==> src/rtl/dm_wt_cache.sv <==
module dm_wt_cache #(
  parameter int ADDR_W = 12,
  parameter int DATA_W = 16,
  parameter int IDX_W  = 4
) (
  input  logic              clk,
  input  logic              rst_n,
  input  logic              cpu_req,
  input  logic              cpu_we,
  input  logic [ADDR_W-1:0] cpu_addr,
  input  logic [DATA_W-1:0] cpu_wdata,
  output logic              cpu_ready,
  output logic              cpu_rvalid,
  output logic [DATA_W-1:0] cpu_rdata,
  output logic              mem_req,
  output logic              mem_we,
  output logic [ADDR_W-1:0] mem_addr,
  output logic [DATA_W-1:0] mem_wdata,
  input  logic              mem_ack,
  input  logic [DATA_W-1:0] mem_rdata,
  output logic              hit_pulse,
  output logic              miss_pulse
);
  localparam int LINES = 1 << IDX_W;
  localparam int TAG_W = ADDR_W - IDX_W;

  typedef enum logic [1:0] {S_IDLE, S_RD, S_WR} st_t;

  st_t               st;
  logic [ADDR_W-1:0] pend_addr;
  logic [DATA_W-1:0] pend_data;
  logic [LINES-1:0]  valid_q;
  logic [TAG_W-1:0]  tag_q  [LINES];
  logic [DATA_W-1:0] data_q [LINES];

  logic [IDX_W-1:0]  idx;
  logic [TAG_W-1:0]  tag;
  logic              lookup_hit, accept, rd_done;
  logic              fill_en;
  logic [IDX_W-1:0]  fill_idx;
  logic [TAG_W-1:0]  fill_tag;
  logic [DATA_W-1:0] fill_data;

  assign idx        = cpu_addr[IDX_W-1:0];
  assign tag        = cpu_addr[ADDR_W-1:IDX_W];
  assign lookup_hit = valid_q[idx] && (tag_q[idx] == tag);
  assign cpu_ready  = (st == S_IDLE);
  assign accept     = cpu_req && cpu_ready;
  assign rd_done    = (st == S_RD) && mem_ack;

  assign hit_pulse  = accept && lookup_hit;
  assign miss_pulse = accept && !lookup_hit;

  assign cpu_rvalid = (accept && !cpu_we && lookup_hit) || rd_done;
  assign cpu_rdata  = (st == S_RD) ? mem_rdata : data_q[idx];

  assign mem_req    = (st != S_IDLE);
  assign mem_we     = (st == S_WR);
  assign mem_addr   = pend_addr;
  assign mem_wdata  = pend_data;

  assign fill_en    = (accept && cpu_we) || rd_done;
  assign fill_idx   = (st == S_RD) ? pend_addr[IDX_W-1:0] : idx;
  assign fill_tag   = (st == S_RD) ? pend_addr[ADDR_W-1:IDX_W] : tag;
  assign fill_data  = (st == S_RD) ? mem_rdata : cpu_wdata;

  always_ff @(posedge clk) begin
    if (!rst_n) begin
      st        <= S_IDLE;
      pend_addr <= '0;
      pend_data <= '0;
    end else begin
      unique case (st)
        S_IDLE: if (accept && (cpu_we || !lookup_hit)) begin
          st        <= cpu_we ? S_WR : S_RD;
          pend_addr <= cpu_addr;
          pend_data <= cpu_wdata;
        end
        S_RD, S_WR: if (mem_ack) st <= S_IDLE;
        default: st <= S_IDLE;
      endcase
    end
  end

  always_ff @(posedge clk) begin
    if (!rst_n)       valid_q <= '0;
    else if (fill_en) valid_q[fill_idx] <= 1'b1;
  end

  always_ff @(posedge clk) begin
    if (fill_en) begin
      tag_q[fill_idx]  <= fill_tag;
      data_q[fill_idx] <= fill_data;
    end
  end

  p_req_hold_r8: assert property (@(posedge clk) disable iff (!rst_n)
    mem_req && !mem_ack |=> mem_req && $stable(mem_we) && $stable(mem_addr) && $stable(mem_wdata));

  p_busy_not_ready_r7: assert property (@(posedge clk) disable iff (!rst_n)
    mem_req |-> !cpu_ready);

  p_ready_after_ack_r7: assert property (@(posedge clk) disable iff (!rst_n)
    mem_req && mem_ack |=> cpu_ready && !mem_req);

  p_one_pulse_r10: assert property (@(posedge clk) disable iff (!rst_n)
    $onehot0({hit_pulse, miss_pulse}));

  p_pulse_needs_req_r10: assert property (@(posedge clk) disable iff (!rst_n)
    (hit_pulse || miss_pulse) |-> cpu_req && cpu_ready);

  p_read_hit_quiet_r3: assert property (@(posedge clk) disable iff (!rst_n)
    hit_pulse && !cpu_we |=> !mem_req);

  p_miss_fetch_r4: assert property (@(posedge clk) disable iff (!rst_n)
    miss_pulse && !cpu_we |=> mem_req && !mem_we && mem_addr == $past(cpu_addr));

  p_write_through_r5: assert property (@(posedge clk) disable iff (!rst_n)
    cpu_req && cpu_ready && cpu_we |=> mem_req && mem_we && mem_wdata == $past(cpu_wdata));
endmodule

==> config.mk <==
export PLATFORM = sky130hd
export DESIGN_NAME = dm_wt_cache
export DESIGN_NICKNAME = d
export VERILOG_FILES = /design/src/rtl/dm_wt_cache.sv
export SDC_FILE = /design/constraint.sdc
export NUM_CORES = 1
export LEC_CHECK = 0
export BUFFER_PORTS_ARGS = -buffer_cell sky130_fd_sc_hd__buf_2
export CAP_MARGIN = 10
export CORE_MARGIN = 2
export CORE_UTILIZATION = 53
export DETAILED_ROUTE_END_ITERATION = 16
export PLACE_DENSITY = 0.71
export SLEW_MARGIN = 20
export SYNTH_ARGS = -nofsm -noshare
export SYNTH_HDL_FRONTEND = slang
export SYNTH_SLANG_ARGS = --single-unit
export TNS_END_PERCENT = 5
==> constraint.sdc <==
create_clock -name clk -period 5.2 [get_ports clk]
set_clock_uncertainty 0.2 [all_clocks]
set_input_delay 1.04 -clock clk [delete_from_list [all_inputs] [get_ports clk]]
set_output_delay 1.04 -clock clk [all_outputs]
set_load 0.005 [all_outputs]
==> results.yml, run 1 <==
sta:
  fin_hold_ws_ns: 0.252
  fin_crit_ns: 4.96
  setup-tns-final_ns: 0
  relSlewSlack_pct: 27.3
  finalCritPeriodShare_pct: 95.4
  fmax_mhz: 201
  hold_viol: 0
  setup_violations: 0
  worst_slew_pin_slew_ns: 1.09
  rsz0062_at_grt: "no"
  worst_slack_ns: 0.237
  maxSlewViolCount: 0
logic_synthesis:
  synth_top_area_share_pct: 66.9
  synth_edf_count: 384
  synth_area_um2: 17200
  synth_top_area_cell: "edfxtp_1"
  synthTopCellsByArea: "edfxtp_1, mux4_2, dfxtp_1"
  seq_area_frac_synth_pct: 72.2
  netlist_instances: 930
  yosysUniqueCellTypes: 49
  syn_nets: 982
  async_reset_ff_share_pct: 0
  yosys_warnings: 0
  synth-seq-cells: 430
  synth_flop_cell: "edfxtp_1"
  avgSynthCellArea_um2: 18.5
route:
  wl_per_cell_um: 24.3
  viasPerCell: 5.88
  drt-pass1-iter-count: 5
  wl_um: 37600
  vias: 9093
  drt_iter0_markers: 952
  drc: 0
  ant_nets: 0
critical_path:
  crit_type: "in -> out"
  r2r_end: "data_q[2][11]"
  critPathTopFamily: "buffers and inverters"
  endpoint: "cpu_rvalid"
  worstPathMaxFanout: 20
  slowest_stage: "buf_2"
  max_stage_delay_ns: 0.46
  cp-end-kind: "output port"
  crit_cells: 12
  critPathBufInv: 4
  cp.arrival_ns: 3.72
  reg2reg_slack_ns: 1.68
  worstPathRequired_ns: 3.96
  critPathLaunchType: "input port"
  r2r-start: "st[0]"
  r2r_cells: 7
  worstPathCellList: "buf_2 > buf_4 > mux4_2 > nand3_1 > nand3_1 > xnor2_1 > nand4_1 > nor4_1 > buf_4 > and2b_1 > a22o_1 > buf_2"
  startpoint: "cpu_addr[3]"
placement:
  gp_congestion: 0.777
  pre_cts_slack_ns: 0.155
  dp_hpwl_um: 21000
  placedCellCount: 1465
  dpl_cell_area_um2: 18600
  portBuffers: 98
worst_hold_path:
  hp-class: "reg -> reg"
clock_tree:
  cts_tree: "built"
  clockBufferDepth: 3
  clock-sinks: 430
  insertion_delay_ns: 0.53
  numCtsBuffers: 43
  clk_pin_slew_worst_paths_ns: 0.06
  htree_levels: 2
  hold_buffers: 0
  cts_root_buf: "clkbuf_16"
pwr:
  switchingPower_mw: 1.63
  combinationalPowerShare_pct: 7.4
  p_leak_nw: 6.93
  finalPower_mw: 7.64
  power_density_nw_per_um2: 380
  clkPwrFrac_pct: 41.7
  p_sw_share_pct: 21.3
  max-vdd-ir-drop_uv: 210
  internal_power_mw: 6.01
  p_seq_share_pct: 50.9
grt:
  grt_usage_pct: 23.0
  grt_first_pass_wirelength_um: 56700
  grt-ovfl-total: 0
  grt_max_degree: 54
  antenna_found_initial: 0
  grt_pass1_vias: 8950
cells_and_area:
  drive_gt1_share_pct: 32.6
  fin_util_pct: 62.3
  final_cell_mix: "edfxtp_1, mux4_2, buf_2"
  diodes: 0
  final_common_cell: "edfxtp_1"
  final_nets: 1124
  fin_cells: 1547
  fill_cells: 2213
  final_design_area_no_fill_um2: 20100
  areaGrowthSynthToFinish_pct: 16.7
floorplan:
  ioPinCount: 99
  chipWidth_um: 184
  rows: 66
  die_y_um: 184
  die_area_um2: 34000
  core_um2: 32300
  initial_core_util_pct: 53.4
status:
  status: "finished, final reports clean"
job:
  cap_violations: 0
-- cells by family after synthesis --
family,Yosys count,share of synthesized area (%)
and+or+nand+nor,149,3.94
DFF,430,72.2
buffers and inverters,89,2.40
AOI/OAI and AO/OA,79,2.90
adders and majority gates,3,0.218
xor gates and xnor gates,5,0.254
muxes,175,18.1
-- synth_stat cells, drive strengths merged (2+ instances only) --
| library cell | n |
|---|---|
| edfxtp | 384 |
| mux4 | 106 |
| nand2 | 85 |
| mux2i | 50 |
| dfxtp | 46 |
| inv | 36 |
| o21ai | 36 |
| buf | 31 |
| nor2 | 23 |
| clkbuf | 22 |
| mux2 | 19 |
| o21a | 16 |
| nor2b | 8 |
| a31oi | 6 |
| nor3b | 6 |
| nand3 | 5 |
| nand3b | 4 |
| xnor2 | 4 |
| a211oi | 3 |
| a21oi | 3 |
| ha | 3 |
| nand2b | 3 |
| nor3 | 3 |
| nor4 | 3 |
| o22ai | 3 |
| o311ai | 3 |
| a221oi | 2 |
| a22oi | 2 |
| and3b | 2 |
-- routing by layer --
metal  global-route usage [%]  vias to the layer above  wire (µm)
met5                        0                        -          0
met4                     5.98                        0        655
met3                     3.06                       49       2440
li1                         -                     3972          -
met2                     37.8                      344      18800
met1                     32.8                     4728      15700
-- power groups by stage --
stage	Clock (mW)	Combinational, mW	Sequential [mW]
2_1_floorplan	0	0.349	3.96
6_report	3.19	0.564	3.89
4_1_cts	3.22	0.565	3.89
3_3_place_gp	0	0.549	3.96
3_5_place_dp	0	0.563	3.96
5_1_grt	3.37	0.615	3.89
-- worst register-to-register path, stage by stage, from the launching register on --
cell and delay (ns):
dfxtp_1 0.32, inv_1 0.10, ha_1 0.25, nand2_1 0.19
o21ai_0 0.54, o21ai_1 0.45, nor2_4 0.83, buf_4 0.34
-- how the worst min path moves through the flow --
| stage | endpoint | slack (ns) | startpoint | cells past startpoint |
|---|---|---|---|---|
| finish | mem_wdata[12] | 0.25 | mem_wdata[12] | 2 |
| detailed placement | mem_wdata[12] | 0.25 | mem_wdata[12] | 2 |
| global placement | mem_wdata[12] | 0.24 | mem_wdata[12] | 2 |
| CTS | mem_wdata[12] | 0.25 | mem_wdata[12] | 2 |
| floorplan | valid_q[5] | 0.23 | valid_q[5] | 1 |
| global route | mem_wdata[14] | 0.28 | mem_wdata[14] | 2 |
-- flip-flops by register name (all words and copies together) (netlist names) --
register and cells:
valid_q 16, mem_addr 12, mem_wdata 16, tag_q 128, st 2, data_q 256
-- cell type report --
| cell class | count | area (µm²) | share of cell area [%] |
|---|---|---|---|
| Tap cell | 442 | 553 | 2.75 |
| Clock buffer | 53 | 1180 | 5.84 |
| Timing Repair Buffer | 150 | 1010 | 5.02 |
| Clock inverter | 25 | 288 | 1.43 |
| Multi-Input combinational cell | 411 | 4510 | 22.4 |
| Inverter | 36 | 135 | 0.671 |
| Sequential cell | 430 | 12500 | 61.9 |
-- timing repair --
| action | 4_1_cts | 5_1_grt |
|---|---|---|
| endpoints found under the setup margin | 0 | 1 |
| gates resized for setup | 0 | 1 |
| buffers inserted | 0 | 0 |
Power figures use the tool's default switching activity.
==> run 2, diff against run 1 <==
--- a/config.mk
+++ b/config.mk
@@ -5,6 +5,7 @@
 export SDC_FILE = /design/constraint.sdc
 export NUM_CORES = 1
 export LEC_CHECK = 0
+export ABC_AREA = 1
 export BUFFER_PORTS_ARGS = -buffer_cell sky130_fd_sc_hd__buf_2
 export CAP_MARGIN = 10
 export CORE_MARGIN = 2
==> run 2 against run 1 <==
Effect of this change:
- combinational power up 140%
- maximum frequency increased by 8.0%
- wire length increased by 17%
- flip-flop and latch count is the same
- critical path type unchanged
- final cell count is 37% higher
- largest cell class unchanged
- total power grew 14%
- largest power group unchanged
- via count up 35%
==> results.yml, run 2 <==
placement:
  dpl_cell_area_um2: 18800
  portBuffers: 98
  gp_congestion: 0.805
  placedCellCount: 2038
  pre_cts_slack_ns: 0.652
  dp_hpwl_um: 24800
grt:
  grt_max_degree: 114
  grt_pass1_vias: 11800
  grt-ovfl-total: 0
  antenna_found_initial: 0
  grt_first_pass_wirelength_um: 68000
  grt_usage_pct: 25.2
cells_and_area:
  final_cell_mix: "edfxtp_1, nand2_1, nor2_1"
  drive_gt1_share_pct: 15.5
  top_regs: "data_q: 256 flops, tag_q: 128 flops"
  final_nets: 1695
  final_design_area_no_fill_um2: 20200
  top_register: "data_q"
  largest_register_ffs: 256
  fin_cells: 2121
  seq_area_um2: 12500
  final_common_cell: "edfxtp_1"
  diodes: 0
  fill_cells: 2538
  multi_input_area_um2: 4370
  areaGrowthSynthToFinish_pct: 14.8
sta:
  fin_crit_ns: 4.59
  setup-tns-final_ns: 0
  setup_violations: 0
  finalCritPeriodShare_pct: 88.4
  hold_viol: 0
  relSlewSlack_pct: 32.7
  worst_slack_ns: 0.605
  fmax_mhz: 218
  worst_slew_pin_slew_ns: 1.00
  rsz0062_at_grt: "no"
  maxSlewViolCount: 0
clock_tree:
  cts_setup_buffers: 0
  clockBufferDepth: 3
  insertion_delay_ns: 0.54
  clock-sinks: 430
  cts_tree: "built"
  numCtsBuffers: 45
  clk_pin_slew_worst_paths_ns: 0.06
  htree_levels: 2
  cts_resized: 0
  cts_root_buf: "clkbuf_16"
  hold_buffers: 0
critical_path:
  critPathLaunchType: "input port"
  worstPathRequired_ns: 3.96
  cp-end-kind: "output port"
  r2r_cells: 10
  worstPathMaxFanout: 47
  cp.arrival_ns: 3.35
  crit_type: "in -> out"
pwr:
  switchingPower_mw: 2.30
  p_sw_share_pct: 26.3
  max-vdd-ir-drop_uv: 223
  combinationalPowerShare_pct: 15.3
  p_leak_nw: 7.43
  clkPwrFrac_pct: 35.3
  internal_power_mw: 6.43
  p_seq_share_pct: 49.4
  power_density_nw_per_um2: 432
route:
  wl_per_cell_um: 20.7
  wl_um: 43900
  drt-pass1-iter-count: 5
  ant_nets: 0
  vias: 12300
  viasPerCell: 5.78
  drt_iter0_markers: 1501
  drc: 0
logic_synthesis:
  synth_area_um2: 17600
  synth-seq-cells: 430
  yosysMostFrequentCell: "edfxtp_1"
  async_reset_ff_share_pct: 0
  yosysUniqueCellTypes: 25
  synth_edf_count: 384
  syn_nets: 1584
  avgSynthCellArea_um2: 11.5
  yosys_warnings: 0
  synth_flop_cell: "edfxtp_1"
  synth_commonest_cells: "edfxtp_1, nor2_1, nand2_1"
  synthTopCellsByArea: "edfxtp_1, dfxtp_1, o21ai_0"
  seq_area_frac_synth_pct: 70.7
  netlist_instances: 1532
  synth_top_area_share_pct: 65.5
  synth_top_area_cell: "edfxtp_1"
floorplan:
  die_area_um2: 34700
  initial_core_util_pct: 54.0
  ioPinCount: 99
  die_y_um: 186
  chipWidth_um: 186
  core_um2: 32600
  rows: 66
worst_hold_path:
  hp-class: "reg -> reg"
  min_delay_path_depth: 2
status:
  status: "finished, final reports clean"
job:
  cap_violations: 0
==> run 2: cell count changes after synthesis, sizes merged, moves of 28 or more <==
cell | before | now
clkbuf | 22 | 56
a21oi | 3 | 31
mux2i | 50 | 0
nand2 | 85 | 218
nor2 | 23 | 224
o221ai | 0 | 54
inv | 36 | 109
mux4 | 106 | 0
nand3 | 5 | 128
o21ai | 36 | 208
==> run 2: area by class of cell <==
type	count	share of cell area, %
flip-flops and latches	430	61.6
clock inverters	17	0.724
inverters	110	2.05
repair buffers	162	5.00
well taps	442	2.73
clock buffers	66	6.31
multi-input cells	894	21.6
==> run 2: worst paths after layout <==
path | slack [ns] | endpoint | startpoint
worst max-delay path | 0.61 | cpu_rvalid | cpu_addr[0]
worst min register to register | 0.27 | valid_q[10] | valid_q[10]
worst min-delay path | 0.27 | valid_q[10] | valid_q[10]
worst max register to register | 1.33 | data_q[5][14] | st[1]
==> run 2: kinds of logic (layout without fill, tap and decap cells) <==
group | count (synthesis) | in the layout | synth area share [%]
DFF | 430 | 430 | 70.7
AOI/OAI and AO/OA | 316 | 316 | 10.7
and+or+nand+nor | 575 | 575 | 13.2
adders and majority gates | 3 | 3 | 0.213
buffers and inverters | 208 | 355 | 5.22
==> run 2: stage by stage <==
step / utilization (%) / total power [mW] / hold WS [ns]
detailed placement: 57.6 / 5.72 / 0.258
CTS: 62.0 / 8.76 / 0.272
global placement: 57.6 / 5.68 / 0.248
floorplan: - / 5.13 / 0.240
global route: 62.0 / 9.06 / 0.292
finish: 62.0 / 8.73 / 0.268
==> run 2: power by group through the flow <==
| stage | registers, mW | clock network, mW | logic [mW] |
|---|---|---|---|
| after floorplan | 4.39 | 0 | 0.742 |
| after global placement | 4.38 | 0 | 1.29 |
| after detailed placement | 4.39 | 0 | 1.33 |
| after CTS | 4.32 | 3.11 | 1.33 |
| after global routing | 4.34 | 3.24 | 1.48 |
| final | 4.32 | 3.08 | 1.33 |
==> run 2: metal layers <==
layer | vias to the layer above | part of all wire [%] | track usage (%)
met5 | - | 0 | 0
met4 | 0 | 2.1 | 7.48
met3 | 75 | 7.6 | 3.54
met2 | 569 | 48 | 41.2
met1 | 5977 | 42 | 35.5
li1 | 5640 | - | -
==> run 2: worst max-delay path, cell delays in order <==
cell and delay [ns]:
buf_4 0.20, inv_4 0.43, buf_4 0.32, nand2_1 0.07, nand3_1 0.07, nand3_1 0.07, nand3_1 0.12, nand2_1 0.06
a21oi_1 0.21, nand3_1 0.17, nor3_1 0.32, nand2_1 0.09, nand2_1 0.06, buf_2 0.11
==> run 3, diff against run 2 <==
--- a/config.mk
+++ b/config.mk
@@ -16,4 +16,3 @@
 export SYNTH_ARGS = -nofsm -noshare
 export SYNTH_HDL_FRONTEND = slang
 export SYNTH_SLANG_ARGS = --single-unit
-export TNS_END_PERCENT = 5
==> constraint.sdc (replaced) <==
create_clock -name clk -period 5.4 [get_ports clk]
set_clock_uncertainty 0.2 [all_clocks]
set_input_delay 1.08 -clock clk [delete_from_list [all_inputs] [get_ports clk]]
set_output_delay 1.08 -clock clk [all_outputs]
set_load 0.005 [all_outputs]
==> run 3 against run 2 <==
Effect of this change:
- sequential share of layout area is 0.35 points higher
- sequential power is 4% lower
- worst setup slack better by 0.079 ns
- non-clock buffer count is 10 lower
- via count is 0.86% lower
- die area stayed put
- design area is 0.56% lower
- first-iteration DRC count is 8.1% lower
- hold slack better by 0.0018 ns
==> results.yml, run 3 (synthesis gave the netlist of run 2 again) <==
grt:
  grt_max_degree: 203
  grt-ovfl-total: 0
  antenna_found_initial: 0
  grt_first_pass_wirelength_um: 68000
  grt_usage_pct: 25.2
  grt_pass1_vias: 12100
route:
  drt_iter0_markers: 1379
  ant_nets: 0
  vias: 12200
  wl_um: 44000
  drc: 0
  wl_per_cell_um: 20.9
  drt-pass1-iter-count: 6
  viasPerCell: 5.76
critical_path:
  critPathMostFrequentCell: "nand2_1"
  worstPathRequired_ns: 4.12
  critPathTopFamily: "simple AND/OR/NAND/NOR gates"
  r2r_end: "tag_q[6][3]"
  max_stage_delay_ns: 0.50
  cp.arrival_ns: 3.44
  crit_type: "in -> out"
  worstPathMaxFanout: 202
  reg2reg_slack_ns: 1.54
  worstPathCellList: "buf_4 > buf_12 > nand2_1 > nand2_1 > nand2_1 > nand3_1 > nand3_1 > nand2_1 > nor2_1 > nor2_1 > nand3_1 > nor3_1 > nand2_1 > nand2_1 > buf_2"
  critPathLaunchType: "input port"
  r2r-start: "st[1]"
  r2r_cells: 9
  critPathBufInv: 3
  cp-end-kind: "output port"
  slowest_stage: "buf_12"
floorplan:
  chipWidth_um: 186
  initial_core_util_pct: 54.0
  die_y_um: 186
  die_area_um2: 34700
  core_um2: 32600
  rows: 66
  ioPinCount: 99
pwr:
  p_leak_nw: 7.37
  finalPower_mw: 8.38
  power_density_nw_per_um2: 417
  max-vdd-ir-drop_uv: 311
clock_tree:
  clockBufferDepth: 3
  clk_pin_slew_worst_paths_ns: 0.06
  cts_resized: 0
  cts_setup_buffers: 0
  cts_root_buf: "clkbuf_16"
  htree_levels: 2
  clock-sinks: 430
  insertion_delay_ns: 0.55
  cts_tree: "built"
  numCtsBuffers: 44
  hold_buffers: 0
sta:
  worst_slew_pin_slew_ns: 1.10
  relSlewSlack_pct: 26.4
  worst_slack_ns: 0.684
  setup_violations: 0
  finalCritPeriodShare_pct: 87.3
  maxSlewViolCount: 0
  fin_crit_ns: 4.72
  fmax_mhz: 212
  hold_viol: 0
  rsz0062_at_grt: "no"
  setup-tns-final_ns: 0
status:
  status: "finished, final reports clean"
cells_and_area:
  final_common_cell: "edfxtp_1"
  fin_util_pct: 61.7
  largest_register_ffs: 256
  fill_cells: 2552
  top_register: "data_q"
  final_cell_mix: "edfxtp_1, nand2_1, nor2_1"
  diodes: 0
  seq_area_um2: 12500
  multi_input_area_um2: 4370
  final_nets: 1684
  top_regs: "data_q: 256 flops, tag_q: 128 flops"
  areaGrowthSynthToFinish_pct: 14.2
  drive_gt1_share_pct: 15.1
job:
  cap_violations: 0
placement:
  pre_cts_slack_ns: 0.780
  dp_hpwl_um: 23500
  portBuffers: 98
  gp_congestion: 0.781
worst_hold_path:
  hp-class: "reg -> reg"
  min_from: "valid_q[8]"
  min_delay_path_depth: 2
  hold-path-endpoint: "valid_q[8]"
[run 3: cell types whose count changed in the layout (fill, tap and decap cells not counted), sizes merged]
cell and change:
clkinv +3, buf -10, inv +1, clkbuf -7, bufinv +1
[run 3: how the worst max path moves through the flow]
| stage | start | end | cells past startpoint |
|---|---|---|---|
| 2_1_floorplan | cpu_addr[3] | data_q[10][0] | 8 |
| 3_3_place_gp | cpu_addr[0] | cpu_rvalid | 15 |
| 3_5_place_dp | cpu_addr[0] | cpu_rvalid | 15 |
| 4_1_cts | cpu_addr[0] | cpu_rvalid | 15 |
| 5_1_grt | cpu_addr[0] | cpu_rvalid | 15 |
| 6_report | cpu_addr[0] | cpu_rvalid | 15 |
[run 3: per-layer routing]
metal | GRT usage [%] | part of all wire (%) | vias up
met1 | 34.9 | 41 | 5798
met2 | 40.5 | 46 | 625
met5 | 0 | 0 | -
met3 | 4.01 | 8.8 | 110
met4 | 9.75 | 3.3 | 0
li1 | - | - | 5622
[run 3: where the power goes]
part | internal (mW) | switching, mW | total, mW | leakage [nW]
Combinational | 0.367 | 0.911 | 1.28 | 2.83
Sequential | 4.08 | 0.0789 | 4.16 | 3.85
Clock | 1.71 | 1.24 | 2.95 | 0.687
Total | 6.15 | 2.23 | 8.38 | 7.37
[run 3: worst reg2reg max path, stage by stage, from the launching register on]
cell	delay (ns)
dfxtp_1	0.31
inv_1	0.10
ha_2	0.88
nor2_1	0.37
a21oi_1	0.30
inv_1	0.09
nor2_1	0.09
inv_1	0.17
nor2_4	0.59
buf_4	0.43
[run 3: area by class of cell]
cell class / count / share of cell area (%)
flip-flops and latches: 430 / 61.9
multi-input cells: 894 / 21.7
clock buffers: 59 / 5.95
repair buffers: 152 / 4.59
well taps: 442 / 2.75
inverters: 110 / 2.07
clock inverters: 22 / 1.01
[run 3: per-stage QoR]
stage / instance area, µm² / std cells / hold WS (ns)
3_5_place_dp: 18700 / 2028 / 0.259
3_3_place_gp: 18700 / 2028 / 0.249
5_1_grt: 20100 / 2109 / 0.294
2_1_floorplan: 17600 / 1532 / 0.240
4_1_cts: 20100 / 2109 / 0.273
6_report: 20100 / 2109 / 0.270
